### src/rtl/tzaddr_pkg.sv
package tzaddr_pkg;

    localparam int COORD_W = 12;
    localparam int PITCH_W = 13;
    localparam int ADDR_W  = 32;

    typedef enum logic {
        PIX_D16 = 1'b0,
        PIX_D32 = 1'b1
    } pix_fmt_e;

    typedef enum logic {
        TILE_NARROW = 1'b0,
        TILE_WIDE   = 1'b1
    } tile_var_e;

    typedef struct packed {
        logic              valid;
        logic [ADDR_W-1:0] addr;
    } addr_rsp_t;

    // log2 of the block edge, per axis, for a given word size and tile variant
    function automatic logic [2:0] blk_shift_x(pix_fmt_e f, tile_var_e t);
        if (f == PIX_D16)         return 3'd5;
        else if (t == TILE_WIDE)  return 3'd4;
        else                      return 3'd3;
    endfunction

    function automatic logic [2:0] blk_shift_y(pix_fmt_e f, tile_var_e t);
        if (f == PIX_D16)         return 3'd4;
        else if (t == TILE_WIDE)  return 3'd4;
        else                      return 3'd3;
    endfunction

endpackage

### src/rtl/tz_origin_add.sv
module tz_origin_add #(
    parameter int CW = 12,
    localparam int SW = CW + 1
) (
    input  logic [CW-1:0] pos_x,
    input  logic [CW-1:0] pos_y,
    input  logic [CW-1:0] org_x,
    input  logic [CW-1:0] org_y,
    output logic [SW-1:0] abs_x,
    output logic [SW-1:0] abs_y
);
    // one extra bit so the window offset never wraps
    always_comb begin
        abs_x = SW'(pos_x) + SW'(org_x);
        abs_y = SW'(pos_y) + SW'(org_y);
    end
endmodule

### src/rtl/tz_linear_map.sv
module tz_linear_map
    import tzaddr_pkg::*;
#(
    parameter int SW = 13,
    parameter int PW = 13,
    parameter int AW = 32
) (
    input  logic [SW-1:0] abs_x,
    input  logic [SW-1:0] abs_y,
    input  logic [PW-1:0] pitch,
    input  pix_fmt_e      fmt,
    output logic [AW-1:0] addr
);
    logic [AW-1:0] pix_index;

    always_comb begin
        pix_index = AW'(abs_x) + AW'(abs_y) * AW'(pitch);
        addr      = (fmt == PIX_D32) ? (pix_index << 2) : (pix_index << 1);
    end
endmodule

### src/rtl/tz_block_index.sv
module tz_block_index
    import tzaddr_pkg::*;
#(
    parameter int SW = 13,
    parameter int PW = 13,
    parameter int BW = 22
) (
    input  logic [SW-1:0] abs_x,
    input  logic [SW-1:0] abs_y,
    input  logic [PW-1:0] pitch,
    input  pix_fmt_e      fmt,
    input  tile_var_e     tvar,
    output logic [BW-1:0] blk
);
    logic [2:0]    sh_x, sh_y;
    logic [BW-1:0] row_blk, row_len, col_blk;

    always_comb begin
        sh_x    = blk_shift_x(fmt, tvar);
        sh_y    = blk_shift_y(fmt, tvar);
        // the pitch is divided by the block width (x edge) of the mode
        row_blk = BW'(abs_y >> sh_y);
        row_len = BW'(pitch >> sh_x);
        col_blk = BW'(abs_x >> sh_x);
        blk     = row_blk * row_len + col_blk;
    end
endmodule

### src/rtl/tz_tile_swizzle.sv
module tz_tile_swizzle #(
    parameter bit WIDE_WORD = 1'b1,
    parameter int AW = 32,
    localparam int BW = AW - 10
) (
    input  logic [4:0]    lo_x,
    input  logic [4:0]    lo_y,
    input  logic [BW-1:0] blk,
    output logic [AW-1:0] addr
);
    generate
        if (WIDE_WORD) begin : g_w32
            // 4-byte words: 8x4 pixel micro-tile below bit 7
            always_comb begin
                addr = {blk[BW-1:2],
                        lo_x[3] ^ lo_y[4],
                        lo_y[3],
                        blk[1:0],
                        lo_x[4] ^ lo_y[2],
                        lo_y[1:0],
                        lo_x[2:0],
                        2'b00};
            end
        end else begin : g_w16
            // 2-byte words: 8x8 pixel micro-tile below bit 7
            always_comb begin
                addr = {blk[BW-1:2],
                        lo_x[4] ^ lo_y[4],
                        lo_y[3],
                        blk[1:0],
                        lo_x[3],
                        lo_y[2:0],
                        lo_x[2:0],
                        1'b0};
            end
        end
    endgenerate
endmodule

### src/rtl/tzaddr_translator.sv
module tzaddr_translator
    import tzaddr_pkg::*;
#(
    parameter int CW = COORD_W,
    parameter int PW = PITCH_W,
    parameter int AW = ADDR_W
) (
    input  logic          clk,
    input  logic          rst,
    input  logic          in_valid,
    input  logic [CW-1:0] in_x,
    input  logic [CW-1:0] in_y,
    input  logic [CW-1:0] in_org_x,
    input  logic [CW-1:0] in_org_y,
    input  logic [PW-1:0] in_pitch,
    input  logic          in_fmt,
    input  logic          in_linear,
    input  logic          in_tile_wide,
    output logic          out_valid,
    output logic [AW-1:0] out_addr
);
    localparam int SW = CW + 1;
    localparam int BW = AW - 10;
    localparam int NLAYOUT = 2;

    pix_fmt_e  fmt;
    tile_var_e tvar;
    logic [SW-1:0] abs_x, abs_y;
    logic [AW-1:0] lin_addr;
    logic [BW-1:0] blk;
    logic [AW-1:0] swz_addr [NLAYOUT];
    logic [AW-1:0] next_addr;
    addr_rsp_t     rsp_q;

    assign fmt  = pix_fmt_e'(in_fmt);
    assign tvar = tile_var_e'(in_tile_wide);

    tz_origin_add #(.CW(CW)) u_org (
        .pos_x(in_x), .pos_y(in_y),
        .org_x(in_org_x), .org_y(in_org_y),
        .abs_x(abs_x), .abs_y(abs_y)
    );

    tz_linear_map #(.SW(SW), .PW(PW), .AW(AW)) u_lin (
        .abs_x(abs_x), .abs_y(abs_y), .pitch(in_pitch),
        .fmt(fmt), .addr(lin_addr)
    );

    tz_block_index #(.SW(SW), .PW(PW), .BW(BW)) u_blk (
        .abs_x(abs_x), .abs_y(abs_y), .pitch(in_pitch),
        .fmt(fmt), .tvar(tvar), .blk(blk)
    );

    // layout 0: 16-bit words, layout 1: 32-bit words
    for (genvar g = 0; g < NLAYOUT; g++) begin : g_layout
        tz_tile_swizzle #(.WIDE_WORD(g == 1), .AW(AW)) u_swz (
            .lo_x(abs_x[4:0]), .lo_y(abs_y[4:0]),
            .blk(blk), .addr(swz_addr[g])
        );
    end

    always_comb begin
        if (in_linear)
            next_addr = lin_addr;
        else if (fmt == PIX_D32)
            next_addr = swz_addr[1];
        else
            next_addr = swz_addr[0];
    end

    always_ff @(posedge clk) begin
        if (rst) begin
            rsp_q <= '0;
        end else begin
            rsp_q.valid <= in_valid;
            if (in_valid)
                rsp_q.addr <= next_addr;
        end
    end

    assign out_valid = rsp_q.valid;
    assign out_addr  = rsp_q.addr;

    // output valid is the request valid one edge later
    a_r7_valid_follows: assert property (@(posedge clk) disable iff (rst)
        !$past(rst) |-> (out_valid == $past(in_valid)));

    // idle edges keep the address
    a_r9_addr_holds: assert property (@(posedge clk) disable iff (rst)
        (!$past(rst) && !$past(in_valid)) |-> $stable(out_addr));

    // linear 32-bit addresses are word aligned
    a_r2_lin32_align: assert property (@(posedge clk) disable iff (rst)
        (out_valid && $past(in_linear) && $past(in_fmt)) |-> (out_addr[1:0] == 2'b00));

    // linear 16-bit addresses are halfword aligned
    a_r3_lin16_align: assert property (@(posedge clk) disable iff (rst)
        (out_valid && $past(in_linear) && !$past(in_fmt)) |-> (out_addr[0] == 1'b0));

    // plain low bits of the 32-bit tiled layout
    a_r5_tile32_low: assert property (@(posedge clk) disable iff (rst)
        (out_valid && !$past(in_linear) && $past(in_fmt)) |->
        (out_addr[1:0] == 2'b00 && out_addr[4:2] == $past(abs_x[2:0])
         && out_addr[6:5] == $past(abs_y[1:0]) && out_addr[10] == $past(abs_y[3])));

    // plain low bits of the 16-bit tiled layout
    a_r6_tile16_low: assert property (@(posedge clk) disable iff (rst)
        (out_valid && !$past(in_linear) && !$past(in_fmt)) |->
        (out_addr[0] == 1'b0 && out_addr[3:1] == $past(abs_x[2:0])
         && out_addr[6:4] == $past(abs_y[2:0]) && out_addr[7] == $past(abs_x[3])));

endmodule

### config.mk
export PLATFORM = sky130hd
export DESIGN_NAME = tzaddr_translator
export DESIGN_NICKNAME = d
export VERILOG_FILES = /design/src/rtl/tzaddr_pkg.sv /design/src/rtl/tz_origin_add.sv /design/src/rtl/tz_linear_map.sv /design/src/rtl/tz_block_index.sv /design/src/rtl/tz_tile_swizzle.sv /design/src/rtl/tzaddr_translator.sv
export SDC_FILE = /design/constraint.sdc
export NUM_CORES = 1
export LEC_CHECK = 0
export CORE_MARGIN = 2
export CORE_UTILIZATION = 45
export CTS_CLUSTER_DIAMETER = 120
export DETAILED_ROUTE_END_ITERATION = 8
export GPL_ROUTABILITY_DRIVEN = 1
export SYNTH_ARGS = -nofsm -noshare
export SYNTH_HDL_FRONTEND = slang
export SYNTH_SLANG_ARGS = --single-unit
### constraint.sdc
create_clock -name clk -period 11.4 [get_ports clk]
set_input_delay 1.71 -clock clk [delete_from_list [all_inputs] [get_ports clk]]
set_output_delay 1.71 -clock clk [all_outputs]
set_load 0.1 [all_outputs]
* Yosys cells after proc, flatten, opt, wreduce, memory -nomap -nowiden
Cells that the tools add are included.
** Storage, ports and cells
- Output and inout port bits :: 33
- Word-level logic and storage cells :: 20
- Register bits :: 33
- Bits in read-only memories :: 0
- Latch bits :: 0
- Memories :: 0
- Memory bits (writable) :: 0
** Operators by class
- Shifts and indexed selects :: 3
- Bitwise logic cells :: 3
- Multipliers :: 2
- Muxes and demuxes :: 6
- Reductions and logical operators :: 0
- Eq/ne operators :: 0
- Add/subtract/negate cells :: 4
- $lt $le $gt $ge :: 0
- Divide/modulo/power cells :: 0
** Operators by type and width (number)
- >> shifter 13 x 3 -> 22 bit :: 3
- two-way mux 32 bit :: 2
- adder 13 x 26 -> 27 bit :: 1
- adder 12 x 12 -> 13 bit :: 2
- multiplier 13 x 13 -> 26 bit :: 1
- adder 22 bit :: 1
- multiplier 22 x 22 -> 22 bit :: 1
- two-way mux 12 bit :: 1
- two-way mux 3 bit :: 3
- XOR 1 bit :: 3

* Longest topological paths before layout
- Word-level depth :: 7
- Depth in mapped cells :: 34

* Cells and area by module
A second synthesis with hierarchy kept.
** Second synthesis, totals
- Cell total of the unflattened synthesis :: 1919
- Area total of the unflattened synthesis :: 16613.4 µm²
** Modules (own cells, without submodules)
- tz_linear_map :: area each 6892.9 µm², instances 1, seq. area each 0.0 µm², cells an instance 829
- tz_block_index :: area each 6030.8 µm², instances 1, seq. area each 0.0 µm², cells an instance 686
- tzaddr_translator :: area each 2083.2 µm², instances 1, seq. area each 660.6 µm², cells an instance 189
- tz_origin_add :: area each 1114.8 µm², instances 1, seq. area each 0.0 µm², cells an instance 149
- tz_tile_swizzle at g_layout[1].u_swz :: area each 246.5 µm², instances 1, seq. area each 0.0 µm², cells an instance 33
- tz_tile_swizzle at g_layout[0].u_swz :: area each 245.2 µm², instances 1, seq. area each 0.0 µm², cells an instance 33

* Least setup slack after synthesis
Ideal clock, no wire load.
- Path kind :: input port to flip-flop
- Start :: input in_y[0]
- End :: register rsp_q, in the netlist out_addr[28]
- Setup slack :: 2.535 ns
- Stages :: 32
- Buffers on the path :: 0
- Arrival :: 8.743 ns
- Cells stage by stage :: ha_1 -> inv_1 -> fa_1 -> nor2b_1 -> o21ai_0 -> a21boi_0 -> o21ai_0 -> a21boi_0 -> xor2_1 -> mux2_2 -> nand2_1 -> fa_1 -> fa_1 -> fa_1 -> inv_1 -> ha_1 -> inv_1 -> fa_1 -> inv_1 -> fa_1 -> inv_1 -> fa_1 -> inv_1 -> ha_1 -> o21ai_0 -> or2b_2 -> a21oi_1 -> o31ai_2 -> a21oi_2 -> o21ai_2 -> mux2i_1 -> a221o_1
** On the way
- Word-level cells in the longest chain between the ends :: 5
- Elaborated cells between the ends (all ways) :: 8
- Classes of those cells :: add/sub (3); mul (2); shift (1); mux (2)
** Ends and longest elaborated chain
- start: declaration :: RTL line tzaddr_translator.sv:12 : input logic [CW-1:0] in_y,
- adder 12 x 12 -> 13 bit * :: RTL line tz_origin_add.sv:15 : abs_y = SW'(pos_y) + SW'(org_y);
- >> shifter 13 x 3 -> 22 bit or multiplier 13 x 13 -> 26 bit (tied branches) :: RTL line tz_block_index.sv:22, tz_linear_map.sv:17
- multiplier 22 x 22 -> 22 bit or adder 13 x 26 -> 27 bit (tied branches) :: RTL line tz_block_index.sv:25, tz_linear_map.sv:17
- adder 22 bit or two-way mux 32 bit (tied branches) :: RTL line tz_block_index.sv:25, tz_linear_map.sv:18
- two-way mux 32 bit * :: RTL line tzaddr_translator.sv:63 : if (in_linear)
- end: declaration :: RTL line tzaddr_translator.sv:33 : addr_rsp_t rsp_q;
Mark *: on every way between the ends. The rest lies on a longest branch, timed or not.
A chain may end at the register's enable or synchronous reset.

* Final worst setup path
- Start :: input in_y[0]
- End :: register rsp_q, in the netlist out_addr[26]
Same word-level chain as after synthesis.

==> reports/qor.txt <==
Buf+Inv Stages, Crit Path -> 8
grt ovf -> 0
number of global-route vias before repair -> 12190
commonest non-fill, non-tap cell in the layout -> inv_1
I/O pins -> 100
Via density -> 5.078
sequential fraction of the synthesis area -> 4.351%
Final Slew Violations -> 0
Critical R2R Launch -> out_addr[23]
max incr delay on CP -> 0.55 ns
Detailed Route WL -> 37.20 mm
main flop type after synthesis -> dfxtp_1
R2R cell count -> 4
f_max -> 0.1015 GHz
cell taking the most area after synthesis -> fa_1
Post-synth ARST share -> 0%
drt pass-1 iters -> 7
Die Ht -> 184.9 um
Filler Cell Count -> 3236
P&R area growth vs syn -> 12.53%
Synth Register Bits -> 32
Worst setup SP type -> primary input
total core area -> 0.03237 sq mm
number of flops mapped to enable cells by yosys -> 0
Worst Path Arrival -> 10.00 ns
TNS Setup -> 0 ns
row cnt -> 66
CTS sink count -> 32
All-Layer GR Usage -> 23.14%
CTS clk-pin slew, worst paths -> 0.06 ns
largest net degree at the start of global routing -> 53
H-tree depth -> 2
final hold violation count -> 0
Area contributors post-synth -> fa_1 (35%), ha_1 (18%), inv_1 (8.9%)
RSZ-0062 raised after global routing -> false
RR Endpoint -> out_addr[23]
Clk Latency, worst-skew pair -> 0.28 ns
CTS tree -> yes
status -> complete, no violations
dpl hpwl -> 31.44 mm
post-CTS setup buffer count -> 0
Synth top area share -> 35.08%
post-CTS resize count -> 0
# diodes -> 0
Max-cap violations -> 0
ANT nets after route -> 0
DRT iter0 DRCs -> 618
worst-case clock buffer depth -> 2
CP Capture Type -> register
Slowest-stage cell, CP -> fa_1
via count of the routed design -> 11730
min-delay worst type -> register to register
Final setup viols -> 0
CTS root buf -> clkbuf_16
IO buf count -> 98
drc violations -> 0
TritonCTS Buffers -> 5
most used cell, CP -> fa_1
post-synth cell types -> 72
WHS Endpoint -> out_addr[11]
final period utilization -> 86.40%
Hold Startpoint -> out_addr[11]
global-route wire length before repair -> 63.16 mm
Worst Clk Skew -> 0 ns
Tmin final -> 9.849 ns
initial antenna violation count -> 0
Initial Utilization -> 45.49%
hold buffer count at CTS -> 0
Post-Synthesis Cells -> 1735
R2R Setup Slk -> 10.34 ns
Rel. slew slack -> 30.53%
Syn Std Cell Area -> 0.01472 sq mm
Die Area -> 0.03418 sq mm
routability congestion estimate -> 0.8969
Req. time, crit path -> 11.56 ns
worst-margin pin slew -> 1.038 ns
WL/cell -> 16.11 um
Setup CP Type -> primary input to register
Avg Cell Area, Syn -> 8.487 sq um
die width -> 184.9 um
CP top delay family -> adder cells
layout cells sized above 1 -> 2.892%
most frequent cells in the layout -> inv_1 (351), fa_1 (258), nand2_1 (222)
Max FO, Critical Path -> 13
Nets -> 2404
Hold Path Cell Cnt -> 1
Syn. warnings -> 0
## per-layer routing
layer	vias up	track usage (%)	share of wire, %
li1	5661	-	-
met1	5727	34.72	50
met2	297	36.52	44
met3	41	1.829	4.7
met4	0	4.857	1.7
met5	-	0	0
## per-stage QoR
stage	area, sq um	hold WS, ns	instances	setup WS [ns]	util, %
2_1_floorplan	14950	0.8824	1796	2.535	-
3_3_place_gp	16420	0.4579	2301	1.470	50.73
3_5_place_dp	16420	0.4460	2301	1.290	50.73
4_1_cts	16570	0.4657	2309	1.539	51.19
5_1_grt	16570	0.4921	2309	0.8711	51.19
6_report	16570	0.4681	2309	1.551	51.19
## how the worst max path moves through the flow
stage / slack [ns] / from / depth (start not counted) / to
3_3_place_gp: 1.47 / in_y[0] / 32 / out_addr[25]
6_report: 1.55 / in_y[0] / 32 / out_addr[26]
5_1_grt: 0.87 / in_y[0] / 32 / out_addr[26]
3_5_place_dp: 1.29 / in_y[0] / 32 / out_addr[26]
2_1_floorplan: 2.53 / in_y[0] / 32 / out_addr[28]
4_1_cts: 1.54 / in_y[0] / 32 / out_addr[26]
## worst register-to-register path: stages, from the launching register on
cell	delay, ns
dfxtp_1	0.35
nor2_1	0.05
a211oi_1	0.34
nand2_1	0.08
o21ai_0	0.16
## synth_stat cells, types with 17 or more instances
cell type	n
and2_1	60
xor2_1	24
fa_1	258
o211ai_1	17
ha_1	213
clkbuf_1	47
a21o_1	28
nor2b_1	24
mux2i_1	30
inv_1	351
nor2_1	97
a21oi_1	69
nand2_1	222
xnor2_1	40
dfxtp_1	32
o21ai_0	40
## area by class of cell
type	instances	area, sq um	share of cell area [%]
multi-input cells	1355	12770	77.06
inverters	353	1325	7.997
repair buffers	119	1134	6.841
flip-flops and latches	32	640.6	3.866
well taps	442	553.0	3.338
clock buffers	5	125.1	0.7551
clock inverters	3	23.77	0.1435
## flip-flops by register name, indices dropped and copies added (netlist names)
signal	count
out_valid	1
out_addr	31
## cells by family (layout without fill, tap and decap cells)
logic type | count (synthesis) | after routing | share of synthesized area, %
compound gates | 237 | 237 | 10.60
xor+xnor | 64 | 64 | 3.807
fa+ha+maj | 471 | 471 | 53.18
buf+inv | 409 | 480 | 10.49
flops | 32 | 32 | 4.351
mux | 35 | 35 | 2.422
other cells | 2 | 63 | 0.05100
simple gates | 485 | 485 | 15.11
Power is not shown: default switching activity piles up to over one toggle a cycle in this logic, so the estimate is an artifact.
